$ cat src/rtl/alu_pkg.sv
package alu_pkg;
  typedef enum logic [2:0] {
    FN_ADD  = 3'b000,
    FN_SUB  = 3'b001,
    FN_INCA = 3'b010,
    FN_INCB = 3'b011,
    FN_AND  = 3'b100,
    FN_OR   = 3'b101,
    FN_XOR  = 3'b110,
    FN_NOTA = 3'b111
  } alu_fn_e;
endpackage

$ cat src/rtl/alu_arith.sv
// Shared adder for sum, difference and both increments.
module alu_arith #(
  parameter int W = 8
) (
  input  logic [W-1:0] a_i,
  input  logic [W-1:0] b_i,
  input  logic [1:0]   sel_i,
  output logic [W-1:0] sum_o,
  output logic         cy_o
);
  logic [W-1:0] x_op, y_op;
  logic         cin;
  logic [W:0]   full;

  always_comb begin
    x_op = (sel_i == 2'b11) ? b_i : a_i;
    case (sel_i)
      2'b00:   y_op = b_i;
      2'b01:   y_op = ~b_i;
      default: y_op = '0;
    endcase
    cin  = |sel_i;
    full = {1'b0, x_op} + {1'b0, y_op} + {{W{1'b0}}, cin};
    sum_o = full[W-1:0];
    // subtraction: carry out of a + ~b + 1 is the inverse of borrow
    cy_o  = (sel_i == 2'b01) ? ~full[W] : full[W];
  end
endmodule

$ cat src/rtl/alu_logic.sv
module alu_logic #(
  parameter int W = 8
) (
  input  logic [W-1:0] a_i,
  input  logic [W-1:0] b_i,
  input  logic [1:0]   sel_i,
  output logic [W-1:0] res_o
);
  for (genvar i = 0; i < W; i++) begin : g_bit
    always_comb begin
      case (sel_i)
        2'b00:   res_o[i] = a_i[i] & b_i[i];
        2'b01:   res_o[i] = a_i[i] | b_i[i];
        2'b10:   res_o[i] = a_i[i] ^ b_i[i];
        default: res_o[i] = ~a_i[i];
      endcase
    end
  end
endmodule

$ cat src/rtl/alu_flags.sv
module alu_flags #(
  parameter int W = 8
) (
  input  logic [W-1:0] res_i,
  output logic         zero_o
);
  assign zero_o = ~|res_i;
endmodule

$ cat src/rtl/alu_core.sv
module alu_core
  import alu_pkg::*;
#(
  parameter int W = 8
) (
  input  logic [W-1:0] op_a_i,
  input  logic [W-1:0] op_b_i,
  input  logic [2:0]   func_i,
  output logic [W-1:0] result_o,
  output logic         carry_o,
  output logic         zero_o
);
  localparam logic [W-1:0] ONES = {W{1'b1}};

  logic [W-1:0] ar_res, lg_res;
  logic         ar_cy;

  alu_arith #(.W(W)) u_arith (
    .a_i(op_a_i), .b_i(op_b_i), .sel_i(func_i[1:0]),
    .sum_o(ar_res), .cy_o(ar_cy)
  );

  alu_logic #(.W(W)) u_logic (
    .a_i(op_a_i), .b_i(op_b_i), .sel_i(func_i[1:0]), .res_o(lg_res)
  );

  always_comb begin
    if (func_i[2]) begin
      result_o = lg_res;
      carry_o  = 1'b0;
    end else begin
      result_o = ar_res;
      carry_o  = ar_cy;
    end
  end

  alu_flags #(.W(W)) u_flags (.res_i(result_o), .zero_o(zero_o));

  always_comb begin
    if (alu_fn_e'(func_i) == FN_ADD)
      AST_ADD_SUM: assert ({carry_o, result_o} == {1'b0, op_a_i} + {1'b0, op_b_i});
    if (alu_fn_e'(func_i) == FN_SUB)
      AST_SUB_BORROW: assert (carry_o == (op_a_i < op_b_i));
    if (alu_fn_e'(func_i) == FN_INCA)
      AST_INCA_CARRY: assert (carry_o == (op_a_i == ONES));
    if (alu_fn_e'(func_i) == FN_INCB)
      AST_INCB_CARRY: assert (carry_o == (op_b_i == ONES));
    if (alu_fn_e'(func_i) == FN_NOTA)
      AST_NOTA_INV: assert ((result_o ^ op_a_i) == ONES);
    if (zero_o)
      AST_ZERO_FLAG: assert (result_o == '0);
  end
endmodule

$ cat config.mk
export PLATFORM = sky130hd
export DESIGN_NAME = alu_core
export DESIGN_NICKNAME = d
export VERILOG_FILES = /design/src/rtl/alu_pkg.sv /design/src/rtl/alu_arith.sv /design/src/rtl/alu_logic.sv /design/src/rtl/alu_flags.sv /design/src/rtl/alu_core.sv
export SDC_FILE = /design/constraint.sdc
export NUM_CORES = 1
export LEC_CHECK = 0
export ABC_AREA = 1
export ABC_CLOCK_PERIOD_IN_PS = 2770
export BUFFER_PORTS_ARGS = -buffer_cell sky130_fd_sc_hd__buf_2
export CAP_MARGIN = 15
export CORE_ASPECT_RATIO = 2
export CORE_UTILIZATION = 25
export DETAILED_ROUTE_END_ITERATION = 10
export PLACE_DENSITY = 0.54
export RECOVER_POWER = 25
export SLEW_MARGIN = 40
export SYNTH_ARGS = -nofsm -noshare
export SYNTH_HDL_FRONTEND = slang
export SYNTH_SLANG_ARGS = --single-unit
$ cat constraint.sdc
create_clock -name vclk -period 2.77
set_input_delay 0 -clock vclk [all_inputs]
set_output_delay 0 -clock vclk [all_outputs]
set_load 0.1 [all_outputs]
== After elaboration in Yosys (flattened, before gate mapping) ==
Index checks and enable logic that the tools add are counted.

* Register bits: 0
* Word-level logic and storage cells: 56

* Eq/ne operators: 3
* Bitwise gates (word level): 34
* Multiplexer cells: 13
* Reduce and logical (&&, ||, !) cells: 4
* Add/subtract/negate cells: 2

{| class="wikitable"
|+ Operator list
! operator !! count
|-
| one-hot mux 1 bit (3 select lines) || 8
|-
| two-way mux 8 bit || 2
|-
| one-hot mux 8 bit (2 select lines) || 1
|-
| adder 8 x 8 -> 9 bit || 1
|-
| adder 9 x 1 -> 9 bit || 1
|-
| inverter 1 bit || 9
|-
| bitwise AND 1 bit || 8
|-
| inverter 8 bit || 1
|-
| bitwise OR 1 bit || 8
|-
| OR reduction 8 bit || 1
|-
| bitwise XOR 1 bit || 8
|-
| == test 2 bit (second input constant) || 2
|-
| == test 2 x 1 -> 1 bit (second input constant) || 1
|-
| zero test 2 bit || 1
|-
| two-way mux 1 bit || 2
|-
| OR reduction 2 bit || 1
|-
| zero test 1 bit || 1
|}

== Longest topological paths before layout ==
Gate-level depths: netlist of the first run.

* Depth after elaboration: 7
* Mapped depth: 18
* Gate-level depth less buffers: 16

== Cells and area by module ==
A second synthesis of the first run with hierarchy kept.

* Cells, all modules: 233
* Area total of the unflattened synthesis: 1326.3 sq um

{| class="wikitable"
|+ Modules (own cells, without submodules)
! module !! cells an instance !! area each (sq um) !! times used
|-
| alu_arith || 112 || 626.9 || 1
|-
| alu_logic || 86 || 560.5 || 1
|-
| alu_core || 28 || 112.6 || 1
|-
| alu_flags || 7 || 26.3 || 1
|}

== Worst setup path after synthesis of the first run ==
OpenSTA, ideal clock, no wires.

* Path type: input-to-output
* From: input port func_i[1]
* To: output port zero_o
* Buffers on the path: 3
* Data arrival time: 3907 ps
* Setup slack: -1137 ps
* Stages on the path: 18
* Cell sequence: buf_4 -> nand2_2 -> buf_6 -> clkbuf_1 -> o21ai_0 -> fa_1 -> inv_1 -> fa_1 -> inv_1 -> nand2_1 -> nand2_1 -> and2_1 -> nand2_1 -> nand3_1 -> nand2_1 -> nor2_1 -> nand3_1 -> nor2_1

* Cells in the longest elaborated chain, start to end: 7
* Elaborated cells on any way between the ends: 20

{| class="wikitable"
|+ Ends and longest elaborated chain
! element !! RTL line !! RTL
|-
| start, declared || alu_core.sv:8 || <nowiki>input logic [2:0] func_i,</nowiki>
|-
| == test 2 x 1 -> 1 bit, or another cell as far along || alu_arith.sv:17, alu_logic.sv:11 ||
|-
| one-hot mux 8 bit (2 select lines) / two-way mux 8 bit (equally long branches) || alu_arith.sv:17, alu_arith.sv:16 ||
|-
| adder 8 x 8 -> 9 bit || alu_arith.sv:23 || <nowiki>full = {1'b0, x_op} + {1'b0, y_op} + {{W{1'b0}}, cin};</nowiki>
|-
| adder 9 x 1 -> 9 bit || alu_arith.sv:23 ||
|-
| two-way mux 8 bit * || alu_core.sv:28 || <nowiki>if (func_i[2]) begin</nowiki>
|-
| via result_o[4] || alu_core.sv:9 || <nowiki>output logic [W-1:0] result_o,</nowiki>
|-
| OR reduction 8 bit * || alu_flags.sv:7 || <nowiki>assign zero_o = ~|res_i;</nowiki>
|-
| zero test 1 bit * || alu_flags.sv:7 ||
|-
| end, declared || alu_core.sv:11 || <nowiki>output logic zero_o</nowiki>
|}

Mark *: on every way through the listed nets, which the timed path passes. The rest lies on a longest branch.

== Worst setup path after layout of the first run ==
* From: input port func_i[0]
* To: output port zero_o

* Cells in the longest elaborated chain, start to end: 7
* Elaborated cells on any way between the ends: 20

{| class="wikitable"
|+ Ends and longest elaborated chain
! element !! RTL line
|-
| == test 2 x 1 -> 1 bit, or another cell as far along || alu_arith.sv:17, alu_logic.sv:11
|-
| one-hot mux 8 bit (2 select lines) / two-way mux 8 bit (equally long branches) || alu_arith.sv:17, alu_arith.sv:16
|-
| adder 8 x 8 -> 9 bit || alu_arith.sv:23
|-
| adder 9 x 1 -> 9 bit || alu_arith.sv:23
|-
| two-way mux 8 bit * || alu_core.sv:28
|-
| OR reduction 8 bit * || alu_flags.sv:7
|-
| zero test 1 bit * || alu_flags.sv:7
|}

Mark *: on every way between the ends. The rest lies on a longest branch, timed or not.

==> impl_metrics.csv, run 1 <==
group,metric,value,unit
layout,drive_above_1_share,18.5,%
sta,worstMarginPinSlew,1.15,ns
layout,stdcell_count,303,
drt,drt-total-wl,3510,um
yosys,synth_top_area_share,23.7,%
status,outcome,"complete, no violations",
pwr,ir_drop,0.000231,V
pwr,combPwrFrac,100.0,%
setup_path,max_stage_delay,0.35,ns
setup_path,critical_path_class,"primary input to primary output",
drt,first_iter_violations,18,
placed_design,place_ws,0.231,ns
layout,seq_cell_count,0,
die,die_h,101,um
placed_design,portBuffers,29,
setup_path,start_kind,"primary input",
min_path,hold_path_class,"primary input to primary output",
setup_path,cp_num_buf_inv,4,
setup_path,critPathLaunch,"func_i[0]",
drt,via_per_inst,4.75,
layout,fill_cells,580,
pwr,p_per_area,298,nW/um2
drt,wire_per_inst,11.6,um
setup_path,worstPathRequired,2.77,ns
yosys,ys_types,26,
die,die_x,51.3,um
placed_design,place_congestion,0.886,
grt,grt_pass1_wl,5970,um
sta,fmax,0.413,GHz
layout,syn_to_final_growth,21.7,%
sta,slew_headroom,23.4,%
yosys,ys_seq_area_share,0,%
yosys,ys_warn_count,0,
yosys,syn_nets,264,
sta,finalHoldViolations,0,
grt,grt_max_degree,18,
die,ioPinCount,29,
layout,nets,294,
grt,grt_overflow_total,0,
run,maxCapViolCount,0,
layout,diodes,0,
placed_design,place_inst,299,
setup_path,cp.depth,16,
grt,grt_pass1_vias,1377,
pwr,p_sw_share,73.1,%
yosys,synth_top_area_cell,"ha_1",
pwr,p_leak,0.879,nW
pwr,p_clk_share,0,%
layout,multi_input_area,997,um2
pwr,p_seq_share,0,%
setup_path,endpoint_kind,"primary output",
die,rows,35,
layout,seq_area,0,um2
yosys,syn-cell-area,1220,um2
placed_design,hpwl,3080,um
sta,min_period,2.42,ns
drt,drc_errors,0,
setup_path,cp_slowest_cell,"fa_1",
die,coreArea,4640,um2
drt,vias,1439,
die,die_area,5160,um2
setup_path,worstPathCellList,"buf_2 -> nand2_2 -> o21ai_1 -> fa_1 -> inv_1 -> fa_1 -> inv_1 -> nand2_1 -> nand2_1 -> nand3_1 -> a21oi_1 -> nor2_1 -> nor2_1 -> nand3_1 -> nor2_4 -> buf_12",
sta,slew_viol_final,0,
setup_path,crit_path_end,"zero_o",
pwr,p_int,0.118,mW
pwr,switching_power,0.322,mW
drt,drt-pass1-iter-count,4,
yosys,synth_area_leaders,"ha_1, nand2_1, inv_1",
sta,setup_slack,0.347,ns
setup_path,worstPathMaxFanout,14,
yosys,syn_area_per_cell,5.53,um2
sta,finalCritPeriodShare,87.5,%
yosys,yosysMostFrequentCell,"nand2_1",
grt,antenna_found_initial,0,
yosys,synth_common_cells,"nand2_1, inv_1, ha_1",
die,start_util,26.2,%
sta,rsz0062_at_grt,"false",
drt,ant_nets,0,
grt,grtUsageTotal,14.5,%
layout,num-clock-buffers,0,
yosys,syn_inst,220,
setup_path,arrival,2.42,ns
sta,setup_viol,0,
setup_path,critPathTopFamily,"simple AND/OR/NAND/NOR gates",
[cell families after synthesis]
kind of cell / after synthesis / share of synthesized area [%]
AOI/OAI and AO/OA: 40 / 19.0
buffers and inverters: 55 / 19.0
adders and majority gates: 25 / 27.0
and+or+nand+nor: 100 / 35.0
[placed cells by master (no fill, tap or decap), drive strengths merged]
master and count:
a31o 1, nand3 21, a211oi 1, inv 48
or2 1, clkbuf 2, fa 2, nand2 59
a21o 1, o211ai 3, buf 33, o21ai 25
nand4 3, nor2 14, nor3 1, ha 23
o2111ai 1, a21oi 8, and2 1
[metal layers]
layer | track usage [%] | part of all wire [%] | vias up
li1 | - | - | 756
met4 | 4.78 | 4.1 | 0
met3 | 0.452 | 1.7 | 12
met1 | 14.9 | 37 | 646
met2 | 29.6 | 57 | 25
met5 | 0 | 0 | -
[what timing repair did]
| action | CTS | global route |
|---|---|---|
| hold buffers | 0 | 0 |
| gates resized for setup | 0 | 1 |
| buffers inserted | 0 | 4 |
| setup endpoints to repair | 0 | 1 |
[tightest hold or removal path, cell delays in order]
cell and delay [ns]:
buf_2 0.11, nand2_1 0.05, nand3_1 0.10, nand2_2 0.06
buf_2 0.28
[power by group through the flow]
stage	Sequential, mW	Clock (mW)	Combinational (mW)
6_report	0	0	0.441
5_1_grt	0	0	0.482
4_1_cts	0	0	0.440
3_5_place_dp	0	0	0.438
3_3_place_gp	0	0	0.437
2_1_floorplan	0	0	0.337
[area by class of cell]
class                      instances  share of cell area (%)
multi-input combinational        165                    67.4
timing repair buffer              35                    15.8
inverter                          48                    12.2
tap                               55                    4.65
[stage by stage]
step	TNS (ns)	power (mW)	hold WS (ns)	utilization [%]	area, um2
after floorplan	-0.124	0.337	0.435	-	1230
after global placement	0	0.437	0.637	31.3	1450
after detailed placement	0	0.438	0.640	31.3	1450
after CTS	0	0.440	0.641	31.3	1450
after global routing	0	0.482	0.668	31.9	1480
final	0	0.441	0.615	31.9	1480
[how the worst min path moves through the flow]
stage                  end  slack [ns]  startpoint  cells past startpoint
5_1_grt        result_o[4]        0.67   op_a_i[4]                      5
4_1_cts        result_o[4]        0.64   op_a_i[4]                      5
3_3_place_gp   result_o[4]        0.64   op_a_i[4]                      5
3_5_place_dp   result_o[4]        0.64   op_a_i[4]                      5
6_report       result_o[4]        0.62   op_a_i[4]                      5
2_1_floorplan  result_o[4]        0.43   op_a_i[4]                      3
(Power assumes the default switching activity.)
==> run 2: changes to the inputs <==
--- a/config.mk
+++ b/config.mk
@@ -6,14 +6,14 @@
 export NUM_CORES = 1
 export LEC_CHECK = 0
 export ABC_AREA = 1
-export ABC_CLOCK_PERIOD_IN_PS = 2770
+export ABC_CLOCK_PERIOD_IN_PS = 2000
 export BUFFER_PORTS_ARGS = -buffer_cell sky130_fd_sc_hd__buf_2
 export CAP_MARGIN = 15
 export CORE_ASPECT_RATIO = 2
 export CORE_UTILIZATION = 25
 export DETAILED_ROUTE_END_ITERATION = 10
-export PLACE_DENSITY = 0.54
-export RECOVER_POWER = 25
+export PLACE_DENSITY = 0.56
+export RECOVER_POWER = 50
 export SLEW_MARGIN = 40
 export SYNTH_ARGS = -nofsm -noshare
 export SYNTH_HDL_FRONTEND = slang
==> constraint.sdc (replaced) <==
create_clock -name vclk -period 2
set_input_delay 0 -clock vclk [all_inputs]
set_output_delay 0 -clock vclk [all_outputs]
set_load 0.1 [all_outputs]
==> run 2 against run 1 <==
- the flow now finishes with violations (setup timing)
- global-route usage increased by 0.59 points
- final area rose by 34%
- critical path depth down 2
- worst setup slack worse by 0.40 ns
- clock-buffer cell count is the same
- cell count grew 8.3%
- via count is 5.3% higher
- flip-flop and latch count unchanged
- non-clock buffer count grew 25
- critical endpoint unchanged
- highest routed layer unchanged
==> impl_metrics.csv, run 2 (synthesized netlist as in run 1, its figures left out) <==
group,metric,value,unit
setup_path,arrival,2.05,ns
min_path,holdPathEnd,"result_o[5]",
layout,finish.instance_area,1980,um2
layout,num-clock-buffers,0,
placed_design,placed_area,1810,um2
die,die_h,101,um
drt,drc_errors,0,
min_path,hold_depth,4,
placed_design,place_congestion,0.830,
sta,setup_slack,-0.0549,ns
drt,ant_nets,0,
sta,worstMarginPinSlew,0.536,ns
min_path,min_from,"func_i[2]",
setup_path,max_stage_delay,0.54,ns
die,die_x,51.3,um
drt,first_iter_violations,13,
clock_tree,cts_hold_buf,0,
setup_path,cp_num_buf_inv,3,
pwr,ir_drop,0.000398,V
grt,grt_max_degree,11,
grt,grt.met3_usage,0,%
grt,grtUsageTotal,15.1,%
layout,seq_cell_count,0,
die,ioPinCount,29,
sta,setup_viol,1,
drt,drt-total-wl,3760,um
grt,grt_overflow_total,0,
grt,antenna_found_initial,0,
setup_path,worstPathRequired,2.00,ns
sta,slew_viol_final,0,
grt,met1_usage,15.0,%
die,coreArea,4640,um2
sta,finalHoldViolations,0,
sta,slew_headroom,64.4,%
die,die_area,5160,um2
drt,vias,1515,
layout,layout_commonest_cell,"nand2_1",
pwr,p_leak,1.07,nW
layout,mostFrequentLayoutCells,"nand2_1, inv_1, buf_4",
die,rows,35,
pwr,p_per_area,432,nW/um2
drt,drt-pass1-iter-count,4,
pwr,power,0.856,mW
placed_design,hpwl,3250,um
grt,grt.busiest_layer,"met2",
setup_path,critical_path_class,"primary input to primary output",
drt,via_per_inst,4.62,
min_path,hold_path_class,"primary input to primary output",
setup_path,start_kind,"primary input",
placed_design,portBuffers,29,
sta,fmax,0.487,GHz
status,violations,"setup timing",
grt,grt_use_met2,33.2,%
setup_path,endpoint_kind,"primary output",
run,maxCapViolCount,0,
layout,syn_to_final_growth,63.1,%
setup_path,critPathTopFamily,"adder cells",
die,start_util,26.2,%
setup_path,worstPathMaxFanout,5,
setup_path,worstPathCellList,"buf_12 -> nor2_4 -> nand2_2 -> o21ai_2 -> fa_2 -> inv_2 -> fa_2 -> nor2_2 -> a21oi_2 -> nand3_2 -> nor2_4 -> nand3_2 -> nor2_4 -> buf_12",
drt,wire_per_inst,11.5,um
placed_design,place_ws,-0.176,ns
layout,nets,319,
setup_path,cp_slowest_cell,"fa_2",
setup_path,cp_common_cell,"nor2_4",
layout,seq_area,0,um2
layout,diodes,0,
sta,finalCritPeriodShare,103,%
sta,rsz0062_at_grt,"true",
status,outcome,"finished, violations left",
sta,min_period,2.05,ns
layout,drive_above_1_share,40.7,%
grt,grt_pass1_vias,1452,
grt,grt_pass1_wl,6160,um
[run 2: how the worst max path moves through the flow]
| stage | start | to | depth (start not counted) |
|---|---|---|---|
| floorplan | func_i[1] | zero_o | 18 |
| global placement | func_i[1] | zero_o | 14 |
| detailed placement | func_i[1] | zero_o | 14 |
| CTS | func_i[0] | zero_o | 17 |
| global route | func_i[1] | zero_o | 17 |
| finish | func_i[1] | zero_o | 14 |
[run 2: per-layer routing]
metal / wire length (um) / up-vias / share of wire, %
met4: 36 / 0 / 0.96
met2: 2400 / 15 / 64
li1: - / 806 / -
met3: 48 / 2 / 1.3
met5: 0 / - / 0
met1: 1270 / 692 / 34
[run 2: power by group]
part	internal (mW)	total [mW]	switching, mW
sequential	0	0	0
clock	0	0	0
combinational	0.335	0.856	0.521
total	0.335	0.856	0.521
[run 2: metrics by stage]
stage / hold WS (ns) / TNS, ns / util, % / cells
2_1_floorplan: 0.361 / -1.05 / - / 220
3_3_place_gp: 0.569 / -0.264 / 39.0 / 322
3_5_place_dp: 0.574 / -0.352 / 39.0 / 322
4_1_cts: 0.573 / -0.00969 / 41.7 / 327
5_1_grt: 0.618 / -0.310 / 42.7 / 328
6_report: 0.574 / -0.0549 / 42.7 / 328
[run 2: area by class of cell]
type                       count  area, um2
inverter                      48        190
timing repair buffer          60        554
multi-input combinational    165       1170
fill                         542       2660
tap                           55       68.8
[run 2: worst min-delay path: stages]
cell	delay, ns
buf_2	0.17
o21ai_0	0.15
nand2_2	0.09
buf_12	0.16
[run 2: what timing repair did]
action / 4_1_cts / 5_1_grt
buffers inserted: 5 / 1
gates resized for setup: 25 / 15
endpoints found under the setup margin: 5 / 7
cloned: 0 / 0
pin swaps: 16 / 20
==> run 3: changes to the inputs <==
--- a/config.mk
+++ b/config.mk
@@ -9,10 +9,12 @@
 export ABC_CLOCK_PERIOD_IN_PS = 2000
 export BUFFER_PORTS_ARGS = -buffer_cell sky130_fd_sc_hd__buf_2
 export CAP_MARGIN = 15
+export CELL_PAD_IN_SITES_DETAIL_PLACEMENT = 1
+export CELL_PAD_IN_SITES_GLOBAL_PLACEMENT = 2
 export CORE_ASPECT_RATIO = 2
 export CORE_UTILIZATION = 25
 export DETAILED_ROUTE_END_ITERATION = 10
-export PLACE_DENSITY = 0.56
+export PLACE_DENSITY = 0.9
 export RECOVER_POWER = 50
 export SLEW_MARGIN = 40
 export SYNTH_ARGS = -nofsm -noshare
==> constraint.sdc (replaced) <==
create_clock -name vclk -period 2
set_input_delay 0 -clock vclk [all_inputs]
set_output_delay 0 -clock vclk [all_outputs]
set_load 0.02 [all_outputs]
==> run 3 against run 2 <==
- the run now ends clean
- hold slack got worse by 0.056 ns
- fmax rose by 4.6%
- combinational power down 34%
- die area is the same
- power fell by 34%
- clock-buffer cell count did not move
- worst setup slack better by 0.091 ns
- cell count fell by 0.91%
- routed wire length increased by 13%
- non-clock buffer count down 3
- first-iteration DRC count fell by 38%
- sequential share of layout area stayed put
- critical endpoint unchanged
- largest power group unchanged
- highest routed layer unchanged
==> impl_metrics.csv, run 3 (synthesized netlist as in run 1, its figures left out) <==
group,metric,value,unit
die,die_h,101,um
die,die_x,51.3,um
pwr,switching_power,0.320,mW
layout,mostFrequentLayoutCells,"nand2_1, inv_1, buf_4",
layout,nets,316,
sta,min_period,1.96,ns
grt,grtUsageTotal,18.0,%
setup_path,worstPathMaxFanout,5,
placed_design,place_inst,321,
placed_design,hpwl,3700,um
sta,setup_slack,0.0362,ns
layout,diodes,0,
sta,finalHoldViolations,0,
drt,drt-pass1-iter-count,4,
layout,syn_to_final_growth,46.7,%
setup_path,arrival,1.96,ns
setup_path,start_kind,"primary input",
layout,seq_area,0,um2
placed_design,place_congestion,0.799,
pwr,p_int,0.247,mW
die,coreArea,4640,um2
layout,finish.instance_area,1780,um2
drt,first_iter_violations,8,
drt,via_per_inst,4.88,
layout,drive_above_1_share,35.9,%
sta,worstMarginPinSlew,0.418,ns
layout,seq_cell_count,0,
drt,ant_nets,0,
pwr,p_clk_share,0,%
pwr,p_leak,1.02,nW
grt,antenna_found_initial,0,
setup_path,worstPathRequired,2.00,ns
placed_design,placed_area,1600,um2
sta,slew_headroom,72.0,%
setup_path,cp_slowest_cell,"fa_2",
layout,layout_commonest_cell,"nand2_1",
pwr,p_per_area,318,nW/um2
pwr,combPwrFrac,100.0,%
setup_path,critical_path_class,"primary input to primary output",
pwr,p_seq_share,0,%
die,die_area,5160,um2
pwr,power,0.567,mW
setup_path,worstPathCellList,"buf_12 -> nor2_4 -> nand2_2 -> o21ai_2 -> fa_2 -> inv_2 -> fa_2 -> inv_2 -> nand2_2 -> nand2_2 -> and2_4 -> nand2_1 -> nand3_2 -> nand2_2 -> nor2_4 -> nand3_2 -> nor2_4 -> buf_6",
grt,grt_overflow_total,0,
die,rows,35,
pwr,p_sw_share,56.4,%
sta,setup_viol,0,
layout,stdcell_count,325,
run,maxCapViolCount,0,
sta,rsz0062_at_grt,"true",
setup_path,endpoint_kind,"primary output",
setup_path,max_stage_delay,0.33,ns
setup_path,crit_path_end,"zero_o",
drt,drc_errors,0,
die,ioPinCount,29,
layout,fill_cells,632,
pwr,ir_drop,0.000195,V
layout,num-clock-buffers,0,
setup_path,cp_common_cell,"nand2_2",
sta,finalCritPeriodShare,98.2,%
die,start_util,26.2,%
clock_tree,cts_hold_buf,0,
status,outcome,"complete, no violations",
placed_design,place_ws,-0.196,ns
sta,whs,0.518,ns
grt,grt_pass1_wl,7220,um
grt,grt_max_degree,13,
grt,grt_pass1_vias,1674,
drt,vias,1585,
drt,drt-total-wl,4260,um
sta,fmax,0.509,GHz
setup_path,critPathLaunch,"func_i[0]",
sta,slew_viol_final,0,
placed_design,portBuffers,29,
min_path,hold_path_class,"primary input to primary output",
layout,multi_input_area,1110,um2
drt,wire_per_inst,13.1,um
run 3: changes by cell type in the layout (fill, tap and decap cells not counted), moves of 2 or more:
cell / change
nand2_1: +4
buf_4: -2
buf_6: +3
buf_2: +3
inv_1: +2
clkinvlp_4: -2
nand2_2: -3
buf_12: -9
run 3: critical path, delay by kind of cell:
family,cells,cell delay (ns)
AND/OR/NAND/NOR,11,0.98
buffers and inverters,4,0.34
AO/OA/AOI/OAI,1,0.06
adder cells (fa/ha/maj),2,0.57
run 3: how the worst min path moves through the flow:
stage	startpoint	end	slack, ns	depth (start not counted)
finish	func_i[2]	result_o[5]	0.52	4
global route	func_i[2]	result_o[7]	0.58	4
CTS	func_i[2]	result_o[5]	0.53	4
detailed placement	func_i[2]	result_o[5]	0.53	4
global placement	func_i[2]	result_o[5]	0.51	4
floorplan	op_a_i[4]	result_o[4]	0.21	3
run 3: timing repair:
| item | 4_1_cts | 5_1_grt |
|---|---|---|
| cloned | 0 | 0 |
| pin swaps | 12 | 9 |
| gates resized for setup | 20 | 29 |
| buffers inserted | 3 | 1 |
| setup endpoints to repair | 3 | 5 |
run 3: layout make-up:
type / count / share of cell area [%]
inverters: 48 / 10.5
repair buffers: 57 / 23.4
multi-input cells: 165 / 62.3
well taps: 55 / 3.86
run 3: metrics by stage:
stage,util (%),setup TNS (ns)
floorplan,-,-0.0912
global placement,34.4,-0.131
detailed placement,34.4,-0.321
CTS,36.3,0
global route,38.4,-0.169
finish,38.4,0
run 3: power by group through the flow:
stage / sequential (mW) / clock (mW) / combinational, mW
after floorplan: 0 / 0 / 0.300
after global placement: 0 / 0 / 0.475
after detailed placement: 0 / 0 / 0.488
after CTS: 0 / 0 / 0.523
after global routing: 0 / 0 / 0.632
final: 0 / 0 / 0.567
run 3: layer usage:
| layer | vias up | track usage (%) | wire length, um |
|---|---|---|---|
| li1 | 799 | - | - |
| met1 | 752 | 15.9 | 1400 |
| met2 | 24 | 40.6 | 2680 |
| met3 | 10 | 0.302 | 42 |
| met4 | 0 | 4.37 | 129 |
| met5 | - | 0 | 0 |
